## src/rtl/sram_ctrl_pkg.sv

```systemverilog
package sram_ctrl_pkg;

    localparam int ADDR_W = 18;
    localparam int LANES  = 2;
    localparam int LANE_W = 8;
    localparam int DATA_W = LANES * LANE_W;

    typedef enum logic [2:0] {
        ST_IDLE     = 3'd0,
        ST_RD_ACC   = 3'd1,
        ST_WR_SETUP = 3'd2,
        ST_WR_PULSE = 3'd3,
        ST_WR_HOLD  = 3'd4,
        ST_DONE     = 3'd5
    } seq_state_e;

    typedef struct packed {
        logic              we;
        logic [ADDR_W-1:0] addr;
        logic [DATA_W-1:0] wdata;
        logic [LANES-1:0]  be;
    } acc_req_t;

    function automatic int wait_cycles(input int access_ps, input int clk_ps);
        int w;
        w = (access_ps + clk_ps - 1) / clk_ps;
        if (w < 1) w = 1;
        return w;
    endfunction

    function automatic logic [DATA_W-1:0] lane_mask(input logic [LANES-1:0] be);
        logic [DATA_W-1:0] m;
        for (int i = 0; i < LANES; i++) m[i*LANE_W +: LANE_W] = {LANE_W{be[i]}};
        return m;
    endfunction

endpackage

```

## src/rtl/sram_wait_timer.sv

```systemverilog
module sram_wait_timer #(
    parameter int CYCLES = 1
) (
    input  logic clk,
    input  logic rst,
    input  logic run,
    output logic expired
);
    localparam int CW = (CYCLES > 1) ? $clog2(CYCLES) : 1;
    localparam logic [CW-1:0] LOAD = CW'(CYCLES - 1);

    logic [CW-1:0] cnt;

    always_ff @(posedge clk) begin
        if (rst || !run) cnt <= LOAD;
        else if (cnt != '0) cnt <= cnt - 1'b1;
    end

    assign expired = (cnt == '0);

    a_r2_count_bound: assert property (@(posedge clk) disable iff (rst)
        cnt <= LOAD);

    a_r2_reload_when_idle: assert property (@(posedge clk) disable iff (rst)
        !run |=> cnt == LOAD);
endmodule

```

## src/rtl/sram_seq_fsm.sv

```systemverilog
module sram_seq_fsm
    import sram_ctrl_pkg::*;
(
    input  logic       clk,
    input  logic       rst,
    input  logic       req_valid,
    input  logic       req_we,
    input  logic       expired,
    output seq_state_e state,
    output logic       accept,
    output logic       running
);
    seq_state_e nxt;

    assign accept  = (state == ST_IDLE) && req_valid;
    assign running = (state == ST_RD_ACC) || (state == ST_WR_PULSE);

    always_comb begin
        nxt = state;
        unique case (state)
            ST_IDLE:     if (req_valid) nxt = req_we ? ST_WR_SETUP : ST_RD_ACC;
            ST_RD_ACC:   if (expired) nxt = ST_DONE;
            ST_WR_SETUP: nxt = ST_WR_PULSE;
            ST_WR_PULSE: if (expired) nxt = ST_WR_HOLD;
            ST_WR_HOLD:  nxt = ST_DONE;
            ST_DONE:     nxt = ST_IDLE;
            default:     nxt = ST_IDLE;
        endcase
    end

    always_ff @(posedge clk) begin
        if (rst) state <= ST_IDLE;
        else     state <= nxt;
    end

    a_r9_done_then_idle: assert property (@(posedge clk) disable iff (rst)
        state == ST_DONE |=> state == ST_IDLE);

    a_r3_setup_then_pulse: assert property (@(posedge clk) disable iff (rst)
        state == ST_WR_SETUP |=> state == ST_WR_PULSE);

    a_r3_hold_then_done: assert property (@(posedge clk) disable iff (rst)
        state == ST_WR_HOLD |=> state == ST_DONE);
endmodule

```

## src/rtl/sram_pin_drive.sv

```systemverilog
module sram_pin_drive
    import sram_ctrl_pkg::*;
(
    input  logic              clk,
    input  logic              rst,
    input  seq_state_e        state,
    input  logic              accept,
    input  logic              expired,
    input  acc_req_t          req_in,
    input  logic [DATA_W-1:0] mem_dq_i,
    output logic [ADDR_W-1:0] mem_addr,
    output logic              mem_cs_n,
    output logic              mem_oe_n,
    output logic              mem_we_n,
    output logic [LANES-1:0]  lane_sel_n,
    output logic [DATA_W-1:0] mem_dq_o,
    output logic [LANES-1:0]  mem_dq_oe,
    output logic [DATA_W-1:0] rdata,
    output logic              ack
);
    acc_req_t req_q;
    logic     active;
    logic     wr_phase;

    always_ff @(posedge clk) begin
        if (rst)         req_q <= '0;
        else if (accept) req_q <= req_in;
    end

    always_ff @(posedge clk) begin
        if (rst)                                rdata <= '0;
        else if (state == ST_RD_ACC && expired) rdata <= mem_dq_i & lane_mask(req_q.be);
    end

    assign active   = (state == ST_RD_ACC) || (state == ST_WR_SETUP) ||
                      (state == ST_WR_PULSE) || (state == ST_WR_HOLD);
    assign wr_phase = (state == ST_WR_SETUP) || (state == ST_WR_PULSE) ||
                      (state == ST_WR_HOLD);

    assign mem_cs_n = !active;
    assign mem_oe_n = !(state == ST_RD_ACC);
    assign mem_we_n = !(state == ST_WR_PULSE);
    assign mem_addr = req_q.addr;
    assign mem_dq_o = req_q.wdata;
    assign ack      = (state == ST_DONE);

    for (genvar g = 0; g < LANES; g++) begin : g_lane
        assign lane_sel_n[g] = !(active && req_q.be[g]);
        assign mem_dq_oe[g]  = wr_phase && req_q.be[g];
    end

    a_r4_no_drive_on_read: assert property (@(posedge clk) disable iff (rst)
        !mem_oe_n |-> mem_dq_oe == '0);

    a_r4_we_excludes_oe: assert property (@(posedge clk) disable iff (rst)
        !(!mem_we_n && !mem_oe_n));

    a_r3_data_setup: assert property (@(posedge clk) disable iff (rst)
        $fell(mem_we_n) |-> mem_dq_oe == $past(mem_dq_oe) && !$past(mem_cs_n));

    a_r3_data_hold: assert property (@(posedge clk) disable iff (rst)
        $rose(mem_we_n) |-> mem_dq_oe == $past(mem_dq_oe) && !mem_cs_n);

    a_r10_standby_quiet: assert property (@(posedge clk) disable iff (rst)
        mem_cs_n |-> mem_dq_oe == '0 && mem_we_n && mem_oe_n && (&lane_sel_n));

    a_r9_ack_pulse: assert property (@(posedge clk) disable iff (rst)
        ack |=> !ack);
endmodule

```

## src/rtl/sram_lane_ctrl.sv

```systemverilog
module sram_lane_ctrl
    import sram_ctrl_pkg::*;
#(
    parameter int CLK_PERIOD_PS  = 10000,
    parameter int SPEED_GRADE_NS = 12
) (
    input  logic              clk,
    input  logic              rst,
    input  logic              req_valid,
    input  logic              req_we,
    input  logic [ADDR_W-1:0] req_addr,
    input  logic [DATA_W-1:0] req_wdata,
    input  logic [LANES-1:0]  req_be,
    output logic              busy,
    output logic              ack,
    output logic [DATA_W-1:0] rdata,
    output logic [ADDR_W-1:0] mem_addr,
    output logic              mem_cs_n,
    output logic              mem_oe_n,
    output logic              mem_we_n,
    output logic              mem_lb_n,
    output logic              mem_ub_n,
    output logic [DATA_W-1:0] mem_dq_o,
    output logic [LANES-1:0]  mem_dq_oe,
    input  logic [DATA_W-1:0] mem_dq_i
);
    localparam int ACCESS_PS = SPEED_GRADE_NS * 1000;
    localparam int WAIT_CYC  = wait_cycles(ACCESS_PS, CLK_PERIOD_PS);

    seq_state_e       state;
    logic             accept;
    logic             running;
    logic             expired;
    logic [LANES-1:0] lane_sel_n;
    acc_req_t         req_in;

    assign req_in = '{we: req_we, addr: req_addr, wdata: req_wdata, be: req_be};

    sram_seq_fsm u_fsm (
        .clk(clk), .rst(rst), .req_valid(req_valid), .req_we(req_we),
        .expired(expired), .state(state), .accept(accept), .running(running)
    );

    sram_wait_timer #(.CYCLES(WAIT_CYC)) u_timer (
        .clk(clk), .rst(rst), .run(running), .expired(expired)
    );

    sram_pin_drive u_pins (
        .clk(clk), .rst(rst), .state(state), .accept(accept), .expired(expired),
        .req_in(req_in), .mem_dq_i(mem_dq_i), .mem_addr(mem_addr),
        .mem_cs_n(mem_cs_n), .mem_oe_n(mem_oe_n), .mem_we_n(mem_we_n),
        .lane_sel_n(lane_sel_n), .mem_dq_o(mem_dq_o), .mem_dq_oe(mem_dq_oe),
        .rdata(rdata), .ack(ack)
    );

    assign busy     = (state != ST_IDLE);
    assign mem_lb_n = lane_sel_n[0];
    assign mem_ub_n = lane_sel_n[1];

    a_r8_addr_frozen_busy: assert property (@(posedge clk) disable iff (rst)
        busy |=> $stable(mem_addr));

    a_r1_idle_quiet: assert property (@(posedge clk) disable iff (rst)
        !busy |-> mem_cs_n && !ack && mem_dq_oe == '0);
endmodule

```

## config.mk

```make
export PLATFORM = sky130hd
export DESIGN_NAME = sram_lane_ctrl
export DESIGN_NICKNAME = d
export VERILOG_FILES = /design/src/rtl/sram_ctrl_pkg.sv /design/src/rtl/sram_wait_timer.sv /design/src/rtl/sram_seq_fsm.sv /design/src/rtl/sram_pin_drive.sv /design/src/rtl/sram_lane_ctrl.sv
export SDC_FILE = /design/constraint.sdc
export NUM_CORES = 1
export LEC_CHECK = 0
export ABC_AREA = 1
export ABC_CLOCK_PERIOD_IN_PS = 1100
export BUFFER_PORTS_ARGS = -buffer_cell sky130_fd_sc_hd__buf_2
export CELL_PAD_IN_SITES_DETAIL_PLACEMENT = 1
export CELL_PAD_IN_SITES_GLOBAL_PLACEMENT = 1
export CORE_MARGIN = 8
export CORE_UTILIZATION = 29
export CTS_CLUSTER_SIZE = 12
export DETAILED_ROUTE_END_ITERATION = 16
export GPL_ROUTABILITY_DRIVEN = 0
export PLACE_DENSITY = 0.71
export SYNTH_ARGS = -nofsm -noshare
export SYNTH_HDL_FRONTEND = slang
export SYNTH_SLANG_ARGS = --single-unit
```

## constraint.sdc

```tcl
create_clock -name clk -period 1.1 [get_ports clk]
set_input_delay 0.11 -clock clk [delete_from_list [all_inputs] [get_ports clk]]
set_output_delay 0.11 -clock clk [all_outputs]
set_load 0.005 [all_outputs]
```

==> out/qor.txt, run 1 <==
Result of the run - finished, violations left
Violated checks - negative setup slack
Post-synthesis to final-layout area growth - 61.2%
Critical path cell sequence - inv_8, nand3_4, buf_4, buf_4, buf_2
Cell variety after synth - 25
Total net switching power - 3.85 mW
Crit path largest cell delay - 0.39 ns
Maximum capacitance violations - 0
Clock root buffer master - clkbuf_8
Detailed placer's ending HPWL - 5550 um
Setup slack at placement - -0.114 ns
Relative contribution of combinational cells to total power - 59.9%
Total number of vias - 2,436
Number of synthesized register bits - 56
DR WL/cell - 16.6 um
Fin cells - 526
Relative contribution of the clock network to total power - 15.0%
N_diodes - 0
Clock buffer count from CTS - 5
Required time of the worst setup path - 0.99 ns
Number of global-route vias before repair - 2,596
Library cell contributing the largest single delay on the critical path - dfxtp_4
Family with the most delay on the worst path - buffers and inverters
Total clock sinks - 56
Post-synthesis cell area - 2520 um^2
Largest net degree at the start of global routing - 35
Register clock-pin slew on the reported worst setup and hold paths - 0.11 ns
Cell leakage power - 1.75 nW
Net count after synthesis - 364
Critical path capture point type - primary output
Cell count of the worst hold path - 3
Initial antenna violation count - 0
Upper clock frequency limit - 718 MHz
Placement Cell Area - 3070 um^2
Fill cell count - 983
Hold crit path type - in2reg
Initial standard-cell utilization of the core - 29.4%
Core outline area - 8550 um^2
Clock network latency to the later pin of the worst-skew pair - 0.31 ns
Wire length of the first global-routing pass - 13,200 um
Ratio of final minimum period to clock period - 127%
Worst-case clock buffer depth - 2
Final setup fails - 64
Mean post-synth cell area - 8.17 um^2
Final critical path time including I/O delays and setup - 1.39 ns
Internal power summed over all cells - 6.76 mW
Placed cell count - 496
Seq/Total Area, Yosys - 44.6%
GRT Resource Usage Total - 14.1%
Final hold violations - 0
DRT antenna net count - 0
Setup ws final - -0.292 ns
Horizontal extent of the die - 109 um
Data arrival time at the worst-slack endpoint - 1.28 ns
DR vias/cell - 4.63
Critical path fanouts, max - 10
Share of total power in sequential cells - 25.1%
DR pass1 iterations - 4
Number of warnings issued by yosys - 0
Overall power after layout - 10.6 mW
Most frequent CP cell - buf_4
Net switching fraction of the power - 36.3%
Placement Rows - 34
Share of cells above drive strength 1 - 65.3%
Final Max Tran Viols - 0
Design area - 4060 um^2
Total DRC errors in the routed layout - 0
Reg2reg path depth - 9
Overflow after GRT - 0
Worst setup path category - reg2out
Cell count along the critical path - 5
Vertical die dimension - 109 um
Worst slew pin tran - 0.396 ns
Ratio of total power to cell area - 2620 nW/um^2
CTS H-tree depth - 2
IR Drop Worst-Case VDD - 0.997 mV
Final core area utilization - 47.4%
RSZ-0062 raised after global routing - yes
Startpoint type of the worst setup path - register
Headroom to the max-slew limit - 73.6%
Total wire length - 8710 um
Final layout net count - 474
Port Buffers - 114
Mapped Cells - 308
Number of ports placed on the die boundary - 115
Setup clock skew after layout - 0.0114 ns
CTS tree - done
Count of routing violations after the opening detailed-route iteration - 61
Crit path buf inv count - 4
Die area - 11,900 um^2
-- power by group through the flow --
stage | sequential (mW) | clock (mW) | combinational [mW]
3_5_place_dp | 2.65 | 0 | 3.18
4_1_cts | 2.64 | 1.65 | 5.59
2_1_floorplan | 2.63 | 0 | 2.14
6_report | 2.66 | 1.59 | 6.36
5_1_grt | 2.71 | 1.72 | 6.81
3_3_place_gp | 2.63 | 0 | 3.12
-- cell type report --
| class | count | area [um^2] | share of cell area (%) |
|---|---|---|---|
| multi-input cells | 186 | 1350 | 33.3 |
| repair buffers | 158 | 1250 | 30.7 |
| flip-flops and latches | 56 | 1130 | 27.9 |
| well taps | 108 | 135 | 3.33 |
| clock buffers | 5 | 68.8 | 1.70 |
| inverters | 11 | 63.8 | 1.57 |
| clock inverters | 2 | 60.1 | 1.48 |
-- per-stage QoR --
stage               TNS, ns  hold slack [ns]
floorplan             -2.27            0.270
global placement      -1.53            0.377
detailed placement    -4.18            0.384
CTS                  -13.15           0.0353
global route         -16.76           0.0280
finish               -12.55           0.0397
-- logic make-up (layout without fill, tap and decap cells) --
family | after synthesis | count (layout) | synth area share (%)
flops | 56 | 56 | 44.6
compound gates | 60 | 60 | 13.5
simple gates | 126 | 126 | 24.9
buf+inv | 66 | 176 | 17.1
-- flip-flops by register name (all words and copies together), names as in the netlist --
signal / flops
u_pins.rdata: 16
u_fsm.state: 3
u_pins.mem_addr: 18
u_pins.mem_dq_o: 16
u_pins.req_q: 2
u_timer.cnt: 1
-- worst paths after layout --
kind              slack, ns                                to                       startpoint
hold reg to reg        0.47   u_pins.mem_dq_o[2]$_SDFFE_PP0P_  u_pins.mem_dq_o[2]$_SDFFE_PP0P_
hold / removal         0.04  u_pins.mem_dq_o[13]$_SDFFE_PP0P_                    req_wdata[13]
setup reg to reg      -0.27   u_pins.mem_dq_o[0]$_SDFFE_PP0P_      u_fsm.state[1]$_SDFFE_PP0P_
setup / recovery      -0.29                          mem_oe_n      u_fsm.state[2]$_SDFFE_PP0P_
-- synth_stat cells (all sizes together) --
library cell  number  share of area (%)
nand2             63                 11
a21oi             56                 13
dfxtp             56                 45
nand3             56                 12
buf               45                 14
inv               11                1.7
clkbuf            10                1.5
nor2               4                1.5
o21ai              3               0.60
nand4              2               0.50
nor3               1               0.20
o211ai             1               0.30
-- routing by layer --
layer / track usage [%] / up-vias / part of all wire, %
met5: 0 / - / 0
met4: 3.81 / 0 / 0.93
met3: 3.96 / 6 / 6.9
met2: 25.0 / 61 / 51
met1: 16.3 / 1152 / 41
li1: - / 1217 / -
-- worst min-delay path, stage by stage --
cell and delay (ns):
buf_2 0.10, nand3_2 0.06, a21oi_2 0.04
-- what timing repair did --
action                     CTS  global route
hold buffers                 0             0
setup endpoints to repair   64            65
cloned                       8             2
pin swaps                   24            19
setup buffers               12             2
resized for setup           60            64
-- placed cells by master (no fill, tap or decap), types with 2 or more instances in the layout --
cell type	n
buf_2	112
dfxtp_1	53
a21oi_2	38
nand2_1	35
nand3_2	26
nand3_1	25
nand2_2	22
a21oi_1	18
buf_4	16
buf_6	10
inv_1	8
buf_16	7
buf_12	7
nand3_4	5
clkbuf_8	5
nand2_4	4
clkbuf_16	3
buf_8	3
dfxtp_4	3
nand2_8	2
nand4_1	2
nor2_1	2
bufinv_16	2
(Power assumes the default switching activity.)
==> run 2, diff against run 1 <==
--- a/config.mk
+++ b/config.mk
@@ -16,6 +16,8 @@
 export DETAILED_ROUTE_END_ITERATION = 16
 export GPL_ROUTABILITY_DRIVEN = 0
 export PLACE_DENSITY = 0.71
+export REMOVE_ABC_BUFFERS = 1
+export SETUP_SLACK_MARGIN = 0.4
 export SYNTH_ARGS = -nofsm -noshare
 export SYNTH_HDL_FRONTEND = slang
 export SYNTH_SLANG_ARGS = --single-unit
==> out/qor.txt, run 2 (same netlist as run 1, synthesis figures left out) <==
Clock buffer count from CTS - 5 (unchanged)
Worst-case clock buffer depth - 2 (unchanged)
Setup clock skew after layout - 0.00749 ns (was 0.0114 ns)
Maximum capacitance violations - 0 (unchanged)
Count of routing violations after the opening detailed-route iteration - 59 (was 61)
Total clock sinks - 56 (unchanged)
Most frequent standard cell in the layout excluding fill and tap cells - buf_2 (unchanged)
Max reg flops - 18 (unchanged)
Number of global-route vias before repair - 2,725 (was 2,596)
Startpoint type of the worst setup path - register (unchanged)
Worst slew pin tran - 0.285 ns (was 0.396 ns)
Total DRC errors in the routed layout - 0 (unchanged)
Area taken by multi-input logic gates - 1220 um^2 (was 1350 um^2)
Initial standard-cell utilization of the core - 29.4% (unchanged)
Post-synthesis to final-layout area growth - 71.5% (was 61.2%)
Critical path capture point type - register (was primary output)
Number of ports placed on the die boundary - 115 (unchanged)
Vertical die dimension - 109 um (unchanged)
Initial antenna violation count - 0 (unchanged)
Final hold violations - 0 (unchanged)
FF+latch area - 1190 um^2 (was 1130 um^2)
Ratio of final minimum period to clock period - 131% (was 127%)
Upper clock frequency limit - 693 MHz (was 718 MHz)
Final Max Tran Viols - 0 (unchanged)
Clock root buffer master - clkbuf_8 (unchanged)
N_diodes - 0 (unchanged)
Die area - 11,900 um^2 (unchanged)
Required time of the worst setup path - 1.31 ns (was 0.99 ns)
IR Drop Worst-Case VDD - 0.913 mV (was 0.997 mV)
Setup ws final - -0.342 ns (was -0.292 ns)
Critical path fanouts, max - 8 (was 10)
Final layout net count - 501 (was 474)
DR pass1 iterations - 4 (unchanged)
DR vias/cell - 4.77 (was 4.63)
Port Buffers - 114 (unchanged)
CTS H-tree depth - 2 (unchanged)
Largest net degree at the start of global routing - 29 (was 35)
Core outline area - 8550 um^2 (unchanged)
GRT Resource Usage Total - 14.7% (was 14.1%)
Overall power after layout - 9.45 mW (was 10.6 mW)
Share of cells above drive strength 1 - 72.2% (was 65.3%)
Headroom to the max-slew limit - 81.0% (was 73.6%)
Final setup fails - 64 (unchanged)
Wire length of the first global-routing pass - 13,900 um (was 13,200 um)
Clock network latency to the later pin of the worst-skew pair - 0.32 ns (was 0.31 ns)
Most frequent cells in the layout - buf_2, dfxtp_2, buf_6 (was buf_2, dfxtp_1, a21oi_2)
Cell leakage power - 1.84 nW (was 1.75 nW)
RSZ-0062 raised after global routing - yes (unchanged)
Violated checks - negative setup slack (unchanged)
Overflow after GRT - 0 (unchanged)
DR WL/cell - 18.2 um (was 16.6 um)
Horizontal extent of the die - 109 um (unchanged)
Hold crit path type - in2reg (unchanged)
Placement Rows - 34 (unchanged)
Fill cell count - 980 (was 983)
Result of the run - finished, violations left (unchanged)
Worst setup path category - reg2reg (was reg2out)
DRT antenna net count - 0 (unchanged)
CTS tree - done (unchanged)
Data arrival time at the worst-slack endpoint - 1.66 ns (was 1.28 ns)
Detailed placer's ending HPWL - 6060 um (was 5550 um)
Total wire length - 10,100 um (was 8710 um)
Final critical path time including I/O delays and setup - 1.44 ns (was 1.39 ns)
Worst hold margin - 0.0273 ns (was 0.0397 ns)
Register clock-pin slew on the reported worst setup and hold paths - 0.11 ns (about the same)
Ratio of total power to cell area - 2190 nW/um^2 (was 2620 nW/um^2)
Total number of vias - 2,644 (was 2,436)
run 2: final cells by class:
| cell class | instances | share of cell area [%] |
|---|---|---|
| timing repair buffer | 184 | 36.9 |
| multi-input combinational | 186 | 28.3 |
| sequential | 56 | 27.6 |
| tap | 108 | 3.13 |
| clock buffer | 5 | 1.59 |
| inverter | 11 | 1.54 |
| clock inverter | 3 | 0.638 |
| timing repair inverter | 1 | 0.261 |
run 2: worst paths after layout:
kind,startpoint,end,slack (ns),cells after the start
max,u_fsm.state[0]$_SDFFE_PP0P_,u_pins.mem_dq_o[15]$_SDFFE_PP0P_,-0.34,10
max reg2reg,u_fsm.state[0]$_SDFFE_PP0P_,u_pins.mem_dq_o[15]$_SDFFE_PP0P_,-0.34,10
min,mem_dq_i[5],u_pins.rdata[5]$_SDFFE_PP0P_,0.03,3
min reg2reg,u_pins.mem_dq_o[1]$_SDFFE_PP0P_,u_pins.mem_dq_o[1]$_SDFFE_PP0P_,0.47,2
run 2: timing repair:
| action | CTS | global route |
|---|---|---|
| cloned | 5 | 2 |
| pin swaps | 11 | 27 |
| resized for setup | 108 | 81 |
| buffers inserted | 22 | 17 |
| endpoints found under the setup margin | 115 | 115 |
| hold buffers | 0 | 0 |
run 2: metal layers:
| metal | share of wire [%] | global-route usage, % | wire length [um] | up-vias |
|---|---|---|---|---|
| li1 | - | - | - | 1260 |
| met1 | 38 | 16.4 | 3810 | 1282 |
| met2 | 55 | 27.1 | 5520 | 95 |
| met3 | 6.6 | 4.08 | 662 | 7 |
| met4 | 0.85 | 2.93 | 86 | 0 |
| met5 | 0 | 0 | 0 | - |
run 2: report_power, final:
part           leakage [nW]  switching, mW  total [mW]  internal (mW)
clock network        0.0463          0.780        1.25          0.471
registers             0.481          0.293        2.73           2.43
logic                  1.31           2.54        5.47           2.93
total                  1.84           3.61        9.45           5.83
run 2: metrics by stage:
| step | cells | instance area, um^2 | worst slack, ns | util (%) | setup TNS [ns] |
|---|---|---|---|---|---|
| 5_1_grt | 554 | 4320 | -0.403 | 50.5 | -21.38 |
| 4_1_cts | 535 | 3760 | -0.316 | 44.0 | -14.72 |
| 3_5_place_dp | 500 | 3060 | -0.188 | 35.8 | -8.45 |
| 3_3_place_gp | 500 | 3060 | -0.143 | 35.8 | -6.25 |
| 2_1_floorplan | 253 | 2130 | -0.364 | - | -10.97 |
| 6_report | 554 | 4320 | -0.342 | 50.5 | -17.01 |
run 2: critical path, cell delays in order (launching register included):
cell and delay, ns:
dfxtp_2 0.35, buf_6 0.11, nor2_4 0.09, buf_4 0.14, nand2_4 0.06, inv_6 0.08, nand2_8 0.11, buf_12 0.16
buf_16 0.12, nand2_2 0.06, a21oi_2 0.05
==> run 3, diff against run 2 <==
==> constraint.sdc (replaced) <==
create_clock -name clk -period 1.1 [get_ports clk]
set_input_delay 0.11 -clock clk [delete_from_list [all_inputs] [get_ports clk]]
set_output_delay 0.11 -clock clk [all_outputs]
set_load 0.02 [all_outputs]
==> out/qor.txt, run 3 (same netlist as run 1, synthesis figures left out) <==
Result of the run - finished, violations left (unchanged)
Violated checks - negative setup slack (unchanged)
Clock buffer count from CTS - 5 (unchanged)
Hold-fix buffer count after cts - 0 (unchanged)
Upper clock frequency limit - 671 MHz (was 693 MHz)
Hold crit path type - in2reg (unchanged)
Data arrival time at the worst-slack endpoint - 1.74 ns (was 1.66 ns)
Startpoint type of the worst setup path - register (unchanged)
Setup clock skew after layout - 0.00922 ns (was 0.00749 ns)
Fill cell count - 925 (was 980)
Final setup fails - 65 (was 64)
Post-synthesis to final-layout area growth - 90.9% (was 71.5%)
IR Drop Worst-Case VDD - 1.50 mV (was 0.913 mV)
CTS tree - done (unchanged)
Total wire length - 10,300 um (was 10,100 um)
Core outline area - 8550 um^2 (unchanged)
RSZ-0062 raised after global routing - yes (unchanged)
Worst hold margin - 0.0249 ns (was 0.0273 ns)
Total number of vias - 2,666 (was 2,644)
Worst slew pin tran - 0.320 ns (was 0.285 ns)
N_diodes - 0 (unchanged)
Initial standard-cell utilization of the core - 29.4% (unchanged)
Horizontal extent of the die - 109 um (unchanged)
Die area - 11,900 um^2 (unchanged)
Critical path fanouts, max - 8 (unchanged)
Detailed placer's ending HPWL - 6000 um (was 6060 um)
Count of routing violations after the opening detailed-route iteration - 44 (was 59)
Final layout net count - 505 (was 501)
GRT Resource Usage Total - 15.8% (was 14.7%)
DR WL/cell - 18.4 um (was 18.2 um)
Maximum capacitance violations - 0 (unchanged)
Register clock-pin slew on the reported worst setup and hold paths - 0.12 ns (was 0.11 ns)
CTS H-tree depth - 2 (unchanged)
Worst-case clock buffer depth - 2 (unchanged)
DR vias/cell - 4.78 (was 4.77)
Port Buffers - 114 (unchanged)
Initial antenna violation count - 0 (unchanged)
Total clock sinks - 56 (unchanged)
Most frequent standard cell in the layout excluding fill and tap cells - buf_6 (was buf_2)
Placement Cell Area - 3050 um^2 (was 3060 um^2)
DR pass1 iterations - 4 (unchanged)
Overflow after GRT - 0 (unchanged)
Cell leakage power - 1.96 nW (was 1.84 nW)
Clock network latency to the later pin of the worst-skew pair - 0.32 ns (about the same)
Ratio of final minimum period to clock period - 135% (was 131%)
Number of global-route vias before repair - 2,921 (was 2,725)
Share of cells above drive strength 1 - 86.0% (was 72.2%)
Most frequent cells in the layout - buf_6, buf_2, dfxtp_2 (was buf_2, dfxtp_2, buf_6)
Worst setup path category - reg2reg (unchanged)
Final Max Tran Viols - 0 (unchanged)
Vertical die dimension - 109 um (unchanged)
Ratio of total power to cell area - 2370 nW/um^2 (was 2190 nW/um^2)
Critical path capture point type - register (unchanged)
Required time of the worst setup path - 1.35 ns (was 1.31 ns)
Total DRC errors in the routed layout - 0 (unchanged)
Max reg flops - 18 (unchanged)
Clock root buffer master - clkbuf_8 (unchanged)
Largest net degree at the start of global routing - 29 (unchanged)
Placement Rows - 34 (unchanged)
Headroom to the max-slew limit - 78.6% (was 81.0%)
Final hold violations - 0 (unchanged)
Number of ports placed on the die boundary - 115 (unchanged)
Wire length of the first global-routing pass - 15,100 um (was 13,900 um)
DRT antenna net count - 0 (unchanged)
Setup ws final - -0.390 ns (was -0.342 ns)
Design area - 4800 um^2 (was 4320 um^2)
Final critical path time including I/O delays and setup - 1.49 ns (was 1.44 ns)
-- run 3: per-stage QoR --
stage	util (%)	std cells	setup TNS [ns]	power [mW]	setup WS [ns]
4_1_cts	50.9	540	-14.11	10.6	-0.331
5_1_grt	56.2	558	-22.27	12.0	-0.466
3_5_place_dp	35.7	499	-8.36	6.12	-0.190
2_1_floorplan	-	253	-13.75	4.54	-0.403
6_report	56.2	558	-18.57	11.4	-0.390
3_3_place_gp	35.7	499	-6.73	6.04	-0.150
-- run 3: path summary, 6_finish.rpt --
| path | startpoint | to | slack, ns | cells past startpoint |
|---|---|---|---|---|
| setup / recovery | u_fsm.state[0]$_SDFFE_PP0P_ | u_pins.rdata[7]$_SDFFE_PP0P_ | -0.39 | 8 |
| hold / removal | req_wdata[9] | u_pins.mem_dq_o[9]$_SDFFE_PP0P_ | 0.02 | 3 |
| setup reg to reg | u_fsm.state[0]$_SDFFE_PP0P_ | u_pins.rdata[7]$_SDFFE_PP0P_ | -0.39 | 8 |
| hold reg to reg | u_pins.mem_dq_o[5]$_SDFFE_PP0P_ | u_pins.mem_dq_o[5]$_SDFFE_PP0P_ | 0.48 | 2 |
-- run 3: final cells by class --
type                    instances  area, um^2  area share, %
repair buffers                189        1790           37.2
multi-input cells             186        1530           31.9
flip-flops and latches         56        1190           24.9
well taps                     108         135           2.81
clock buffers                   5        68.8           1.43
inverters                      11        61.3           1.28
clock inverters                 3        23.8          0.495
-- run 3: worst max-delay path, stage by stage (launching register included) --
cell and delay [ns]:
dfxtp_4 0.39, buf_6 0.12, nand3_4 0.06, buf_4 0.14
buf_6 0.12, nor2_8 0.16, clkbuf_16 0.20, nand3_2 0.07
a21oi_1 0.16
-- run 3: layer usage --
metal / vias to the layer above / GRT usage (%) / part of all wire (%)
met2: 84 / 29.2 / 54
met5: - / 0 / 0
li1: 1273 / - / -
met1: 1299 / 17.5 / 38
met3: 10 / 4.79 / 6.8
met4: 0 / 2.83 / 0.94
-- run 3: where the power goes --
| group | total, mW | internal, mW | switching, mW | leakage, nW |
|---|---|---|---|---|
| Combinational | 7.38 | 3.88 | 3.50 | 1.44 |
| Sequential | 2.77 | 2.44 | 0.329 | 0.481 |
| Clock | 1.21 | 0.454 | 0.752 | 0.0404 |
-- run 3: what timing repair did --
item | CTS | global route
endpoints found under the setup margin | 115 | 115
gates resized for setup | 271 | 69
buffers inserted | 26 | 18
cloned | 7 | 0
pin swaps | 36 | 24
